===== src/rtl/bus_arb_pkg.sv =====
package bus_arb_pkg;

    typedef enum logic [2:0] {
        REG_PERIPH,
        REG_RAM,
        REG_DFLASH,
        REG_ROM2,
        REG_ROM1
    } region_e;

    typedef enum logic [1:0] {
        ST_IDLE,
        ST_ACC,
        ST_WAIT,
        ST_HOLD
    } arb_state_e;

    typedef enum logic [1:0] {
        OWN_NONE,
        OWN_DMA,
        OWN_CPU
    } owner_e;

endpackage


===== src/rtl/bus_arb_region_dec.sv =====
module bus_arb_region_dec
    import bus_arb_pkg::*;
#(
    parameter int AW        = 16,
    parameter int PERIPH_TOP = 'h0400,
    parameter int RAM_TOP   = 'h4000,
    parameter int DF_TOP    = 'h8000,
    parameter int ROM2_TOP  = 'hC000
) (
    input  logic [AW-1:0] addr,
    output region_e       region
);
    localparam logic [AW-1:0] PERIPH_L = AW'(PERIPH_TOP);
    localparam logic [AW-1:0] RAM_L    = AW'(RAM_TOP);
    localparam logic [AW-1:0] DF_L     = AW'(DF_TOP);
    localparam logic [AW-1:0] ROM2_L   = AW'(ROM2_TOP);

    always_comb begin
        if (addr < PERIPH_L)      region = REG_PERIPH;
        else if (addr < RAM_L)    region = REG_RAM;
        else if (addr < DF_L)     region = REG_DFLASH;
        else if (addr < ROM2_L)   region = REG_ROM2;
        else                      region = REG_ROM1;
    end
endmodule


===== src/rtl/bus_arb_wait_sel.sv =====
module bus_arb_wait_sel
    import bus_arb_pkg::*;
#(
    parameter int CFG_W = 3
) (
    input  region_e          region,
    input  logic [CFG_W-1:0] cfg,
    output logic             need_wait
);
    always_comb begin
        unique case (region)
            REG_PERIPH: need_wait = cfg[0];
            REG_DFLASH: need_wait = cfg[1] | cfg[2];
            default:    need_wait = cfg[1];
        endcase
    end
endmodule


===== src/rtl/bus_arb_prio.sv =====
module bus_arb_prio #(
    parameter int N = 3
) (
    input  logic [N-1:0] req,
    output logic [N-1:0] pick
);
    for (genvar i = 0; i < N; i++) begin : g_lvl
        if (i == 0) begin : g_top
            assign pick[i] = req[i];
        end else begin : g_low
            assign pick[i] = req[i] & ~(|req[i-1:0]);
        end
    end
endmodule


===== src/rtl/bus_arb.sv =====
module bus_arb
    import bus_arb_pkg::*;
#(
    parameter int AW         = 16,
    parameter int CFG_W      = 3,
    parameter int PERIPH_TOP = 'h0400,
    parameter int RAM_TOP    = 'h4000,
    parameter int DF_TOP     = 'h8000,
    parameter int ROM2_TOP   = 'hC000
) (
    input  logic             clk,
    input  logic             rst_n,
    input  logic             fl_ew_mode,
    input  logic             fl_auto_busy,
    input  logic             cs_protect,
    input  logic [CFG_W-1:0] wait_cfg,
    input  logic             dma_req,
    input  logic [AW-1:0]    dma_addr,
    input  logic             cpu_req,
    input  logic [AW-1:0]    cpu_addr,
    input  logic             cpu_word,
    output logic             hold_gnt,
    output logic             dma_gnt,
    output logic             cpu_gnt,
    output logic             dma_stall,
    output logic             cpu_stall,
    output logic             wdt_pause,
    output logic             port_freeze,
    output logic             acc_done,
    output logic [AW-1:0]    bus_addr
);
    localparam int NREQ = 3;

    arb_state_e    state_q, state_d;
    owner_e        owner_q, owner_d;
    logic [AW-1:0] addr_q, addr_d;
    logic          split_q, split_d;
    logic          second_q, second_d;

    logic            hold_cond;
    logic [NREQ-1:0] pick;
    region_e         region;
    logic            need_wait;
    logic            in_acc;
    logic            last_half;

    assign hold_cond = fl_ew_mode & fl_auto_busy;

    bus_arb_prio #(.N(NREQ)) u_prio (
        .req  ({cpu_req, dma_req, hold_cond}),
        .pick (pick)
    );

    bus_arb_region_dec #(
        .AW(AW), .PERIPH_TOP(PERIPH_TOP), .RAM_TOP(RAM_TOP),
        .DF_TOP(DF_TOP), .ROM2_TOP(ROM2_TOP)
    ) u_dec (
        .addr   (addr_q),
        .region (region)
    );

    bus_arb_wait_sel #(.CFG_W(CFG_W)) u_wait (
        .region    (region),
        .cfg       (wait_cfg),
        .need_wait (need_wait)
    );

    // next-state and datapath decisions
    always_comb begin
        state_d  = state_q;
        owner_d  = owner_q;
        addr_d   = addr_q;
        split_d  = split_q;
        second_d = second_q;
        unique case (state_q)
            ST_IDLE: begin
                if (pick[0]) begin
                    state_d = ST_HOLD;
                end else if (pick[1]) begin
                    state_d = ST_ACC;
                    owner_d = OWN_DMA;
                    addr_d  = dma_addr;
                    split_d = 1'b0;
                end else if (pick[2]) begin
                    state_d = ST_ACC;
                    owner_d = OWN_CPU;
                    addr_d  = cpu_addr;
                    split_d = cpu_word & cpu_addr[0];
                end
            end
            ST_ACC, ST_WAIT: begin
                if (state_q == ST_ACC && need_wait) begin
                    state_d = ST_WAIT;
                end else if (split_q && !second_q) begin
                    state_d  = ST_ACC;
                    second_d = 1'b1;
                    addr_d   = addr_q + AW'(1);
                end else begin
                    state_d  = ST_IDLE;
                    owner_d  = OWN_NONE;
                    split_d  = 1'b0;
                    second_d = 1'b0;
                end
            end
            ST_HOLD: begin
                if (!hold_cond) state_d = ST_IDLE;
            end
            default: state_d = ST_IDLE;
        endcase
    end

    // state register
    always_ff @(posedge clk or negedge rst_n) begin
        if (!rst_n) begin
            state_q  <= ST_IDLE;
            owner_q  <= OWN_NONE;
            addr_q   <= '0;
            split_q  <= 1'b0;
            second_q <= 1'b0;
        end else begin
            state_q  <= state_d;
            owner_q  <= owner_d;
            addr_q   <= addr_d;
            split_q  <= split_d;
            second_q <= second_d;
        end
    end

    // outputs
    always_comb begin
        in_acc      = (state_q == ST_ACC) || (state_q == ST_WAIT);
        last_half   = !split_q || second_q;
        acc_done    = (state_q == ST_WAIT) || (state_q == ST_ACC && !need_wait);
        cpu_gnt     = in_acc && owner_q == OWN_CPU;
        dma_gnt     = in_acc && owner_q == OWN_DMA;
        hold_gnt    = state_q == ST_HOLD;
        cpu_stall   = cpu_req && !(cpu_gnt && acc_done && last_half);
        dma_stall   = dma_req && !(dma_gnt && acc_done);
        wdt_pause   = hold_gnt && !cs_protect;
        port_freeze = hold_gnt;
        bus_addr    = in_acc ? addr_q : '0;
    end
endmodule


===== config.mk =====
export PLATFORM = sky130hd
export DESIGN_NAME = bus_arb
export DESIGN_NICKNAME = d
export VERILOG_FILES = /design/src/rtl/bus_arb_pkg.sv /design/src/rtl/bus_arb_region_dec.sv /design/src/rtl/bus_arb_wait_sel.sv /design/src/rtl/bus_arb_prio.sv /design/src/rtl/bus_arb.sv
export SDC_FILE = /design/constraint.sdc
export NUM_CORES = 1
export LEC_CHECK = 0
export BUFFER_PORTS_ARGS = -buffer_cell sky130_fd_sc_hd__buf_4
export CAP_MARGIN = 5
export CORE_MARGIN = 1
export CORE_UTILIZATION = 40
export DETAILED_ROUTE_END_ITERATION = 12
export GPL_TIMING_DRIVEN = 0
export PLACE_DENSITY = 0.69
export REMOVE_ABC_BUFFERS = 1
export SKIP_CTS_REPAIR_TIMING = 1
export SLEW_MARGIN = 30
export SYNTH_ARGS = -nofsm -noshare
export SYNTH_HDL_FRONTEND = slang
export SYNTH_SLANG_ARGS = --single-unit

===== constraint.sdc =====
create_clock -name clk -period 2.4 [get_ports clk]
set_input_delay 0.36 -clock clk [delete_from_list [all_inputs] [get_ports clk]]
set_output_delay 0.36 -clock clk [all_outputs]
set_load 0.02 [all_outputs]

==> metrics.txt <==
Most Crowded Layer GR=met2; die area=5130 µm²; placed cell count=between 300 and 400; Die Y=71.6 µm; setup TNS=-841 ps; grt met2 use=34.0%; DP Worst Slack=-692 ps; RSZ-0062 raised after global routing=true; drt first pass iters=4; Design Power=3.95 mW; Initial Util=43.0%; violated checks=negative setup slack; Post-synth EDFFs=0; worst-case clock buffer depth=2; clk slew on worst S/H paths=around 90 ps; row count=24; # DRC=0; final setup violation count=6; H-tree depth=1; GR Util All Layers=21.0%; Worst R2R Start=addr_q[13]; wire per inst=16.5 µm; I/O Pins=67; Die Span X=71.6 µm; Switching Fraction=48.8%; DRT antenna net count=0; remaining global-route overflow=0; Cells after Synth=234; Post-Place Cell Area=2470 µm²; Clock Power Share=under 10%; Final GP Congestion=0.845; M1 GR Usage=30.2%; cts bufs inserted=3; HP Start=cpu_addr[0]; Worst setup EP type=primary output; reg2reg end=addr_q[8]; slew margin rel.=55.8%; Clock Root Buffer=clkbuf_8; pwr dens=1360 nW/µm²; I/O Buffers=66; WP data required=2040 ps; depth of the most critical reg-to-reg path=7; Int Pwr=2.03 mW; met3 usage=between 3 and 4%; Post-Syn Area=1940 µm²; sequential area share after synthesis=28.4%; layout cells sized above 1=42.5%; ant diodes=0; final wirelength=6060 µm; combinational share of power=73.6%; post-DP HPWL=3920 µm; Core Util, Final=64.3%; largest net degree at the start of global routing=31; Final Hold Vio Count=0; number of global-route vias before repair=1747; Worst EP arrival=2290 ps; initial antenna violation count=0; first-pass GRT wire length=8450 µm; CORE AREA=4500 µm²; leakage power=about 1.3 nW; reg2reg setup slack=-110 ps; final instance area=2900 µm²; crit-path max FO=5; DR vias=roughly 2100; max-cap violation count=0; initial drt markers=163; distinct cell type count after synthesis=59; status=finished with violations; VDD IR max=0.000803 V; fin nets=368; Area Growth Syn to Fin=49.5%; fmax=approximately 0.38 GHz; Post-synth ARST share=100%; Synth Register Bits=22; Hold Path Depth=2; DR vias/cell=5.79; Crit Path Category=flip-flop to primary output; Main synth FF type=dfrtp_1; minimum clock period=2650 ps; worst-skew pair later-pin latency=270 ps; Critical Path Start Type=flip-flop; Worst Hold End=split_q; switching power=between 1.5 and 2 mW; yosys warns=0; worst hold path type=primary input to flip-flop; Non-Filler Instances=367; fin crit share=111%; Slew Limit Fails=0; sequential share of power=19.4%; Layout Skew=roughly 11 ps; Worst Tran Pin Value=roughly 660 ps; Sinks on Clock Net=22; WHS=353 ps; Avg Inst Size Synth=8.28 µm²; post-route setup slack=-254 ps; CTS tree=done
-- cells in the final DEF, fill, tap and decap left out, drive strengths merged, types with 3 or more instances in the layout --
cell type / netlist / final
inv: 11 / 10
a32o: 3 / 3
nand2: 48 / 48
nor2: 15 / 15
o211ai: 4 / 4
buf: 4 / 85
ha: 9 / 9
dfrtp: 22 / 22
and3: 4 / 4
o311ai: 6 / 6
mux2: 4 / 4
o21ai: 8 / 8
or4: 4 / 4
mux2i: 4 / 4
nor2b: 3 / 3
nand3: 11 / 11
o41a: 3 / 3
nand4: 7 / 8
o221ai: 4 / 4
clkbuf: 6 / 4
a31oi: 3 / 3
and2: 12 / 12
-- how the worst max path moves through the flow --
stage / start / to / slack [ps] / cells past startpoint
2_1_floorplan: state_q[0] / cpu_stall / -300 / 6
3_3_place_gp: state_q[0] / addr_q[1] / -690 / 6
3_5_place_dp: state_q[0] / addr_q[1] / -690 / 6
4_1_cts: state_q[0] / cpu_stall / -900 / 7
5_1_grt: addr_q[14] / cpu_stall / -330 / 8
6_report: addr_q[14] / dma_stall / -250 / 8
-- sequential cells by signal, indices dropped and copies added (netlist names) --
signal    count
second_q      1
split_q       1
owner_q       2
addr_q       16
state_q       2
-- Yosys cell counts, drive strengths merged (2+ instances only) --
| cell type | n | share of area (%) |
|---|---|---|
| mux2i | 4 | 2.1 |
| nor2 | 15 | 2.9 |
| o211ai | 4 | 1.5 |
| dfrtp | 22 | 28 |
| o221ai | 4 | 1.8 |
| or4 | 4 | 1.5 |
| inv | 11 | 2.1 |
| nand2 | 48 | 9.3 |
| and4 | 2 | 0.90 |
| buf | 4 | 1.1 |
| nand4 | 7 | 3.0 |
| or3 | 2 | 0.71 |
| a32oi | 2 | 0.90 |
| or2 | 2 | 0.65 |
| a31oi | 3 | 0.97 |
| o21a | 2 | 0.77 |
| ha | 9 | 5.8 |
| nand4b | 2 | 0.90 |
| o41ai | 2 | 0.90 |
| a32o | 3 | 1.5 |
| a21oi | 2 | 0.52 |
| a311o | 2 | 1.0 |
| clkbuf | 6 | 1.2 |
| and3 | 4 | 1.4 |
| o311ai | 6 | 3.6 |
| nand3 | 11 | 2.8 |
| o41a | 3 | 2.3 |
| and2 | 12 | 3.9 |
| o211a | 2 | 1.0 |
| nand2b | 2 | 0.65 |
| nor2b | 3 | 0.97 |
| o21ai | 8 | 2.1 |
| mux2 | 4 | 2.3 |
-- power by group through the flow --
stage	Clock (mW)	Sequential, mW	Combinational (mW)
after CTS	0.278	0.739	2.24
after detailed placement	0	0.748	2.23
after global placement	0	0.739	2.21
after floorplan	0	0.691	1.53
after global routing	0.291	0.799	3.11
final	0.276	0.768	2.91
-- layer usage --
layer  wire, µm  up-vias  share of wire, %
met1       2720      996                45
met3        464        2               7.7
met4         21        0              0.35
li1           -     1044                 -
met5          0        -                 0
met2       2860       83                47
-- layout make-up --
cell class                      count  area, µm²
Clock buffer                        4       55.1
Fill cell                         401       1610
Inverter                           11       50.0
Timing Repair Buffer               86        687
Sequential cell                    22        554
Tap cell                           52       65.1
Multi-Input combinational cell    192       1490
-- logic make-up (layout without fill, tap and decap cells) --
logic type	Yosys count	count (layout)	share of synthesized area (%)
simple gates	118	119	31.8
compound gates	56	56	25.2
flops	22	22	28.4
buf+inv	21	101	4.39
fa+ha+maj	9	9	5.81
mux	8	8	4.39
-- worst max-delay path: stages (launching register included) --
cell and delay [ps]:
dfrtp_2 470, inv_4 100, ha_4 200, or2_4 270
or3_4 340, o2111ai_2 200, and2_4 190, o31a_1 130
buf_6 120
Note: power is estimated with default switching activity, not from simulation.
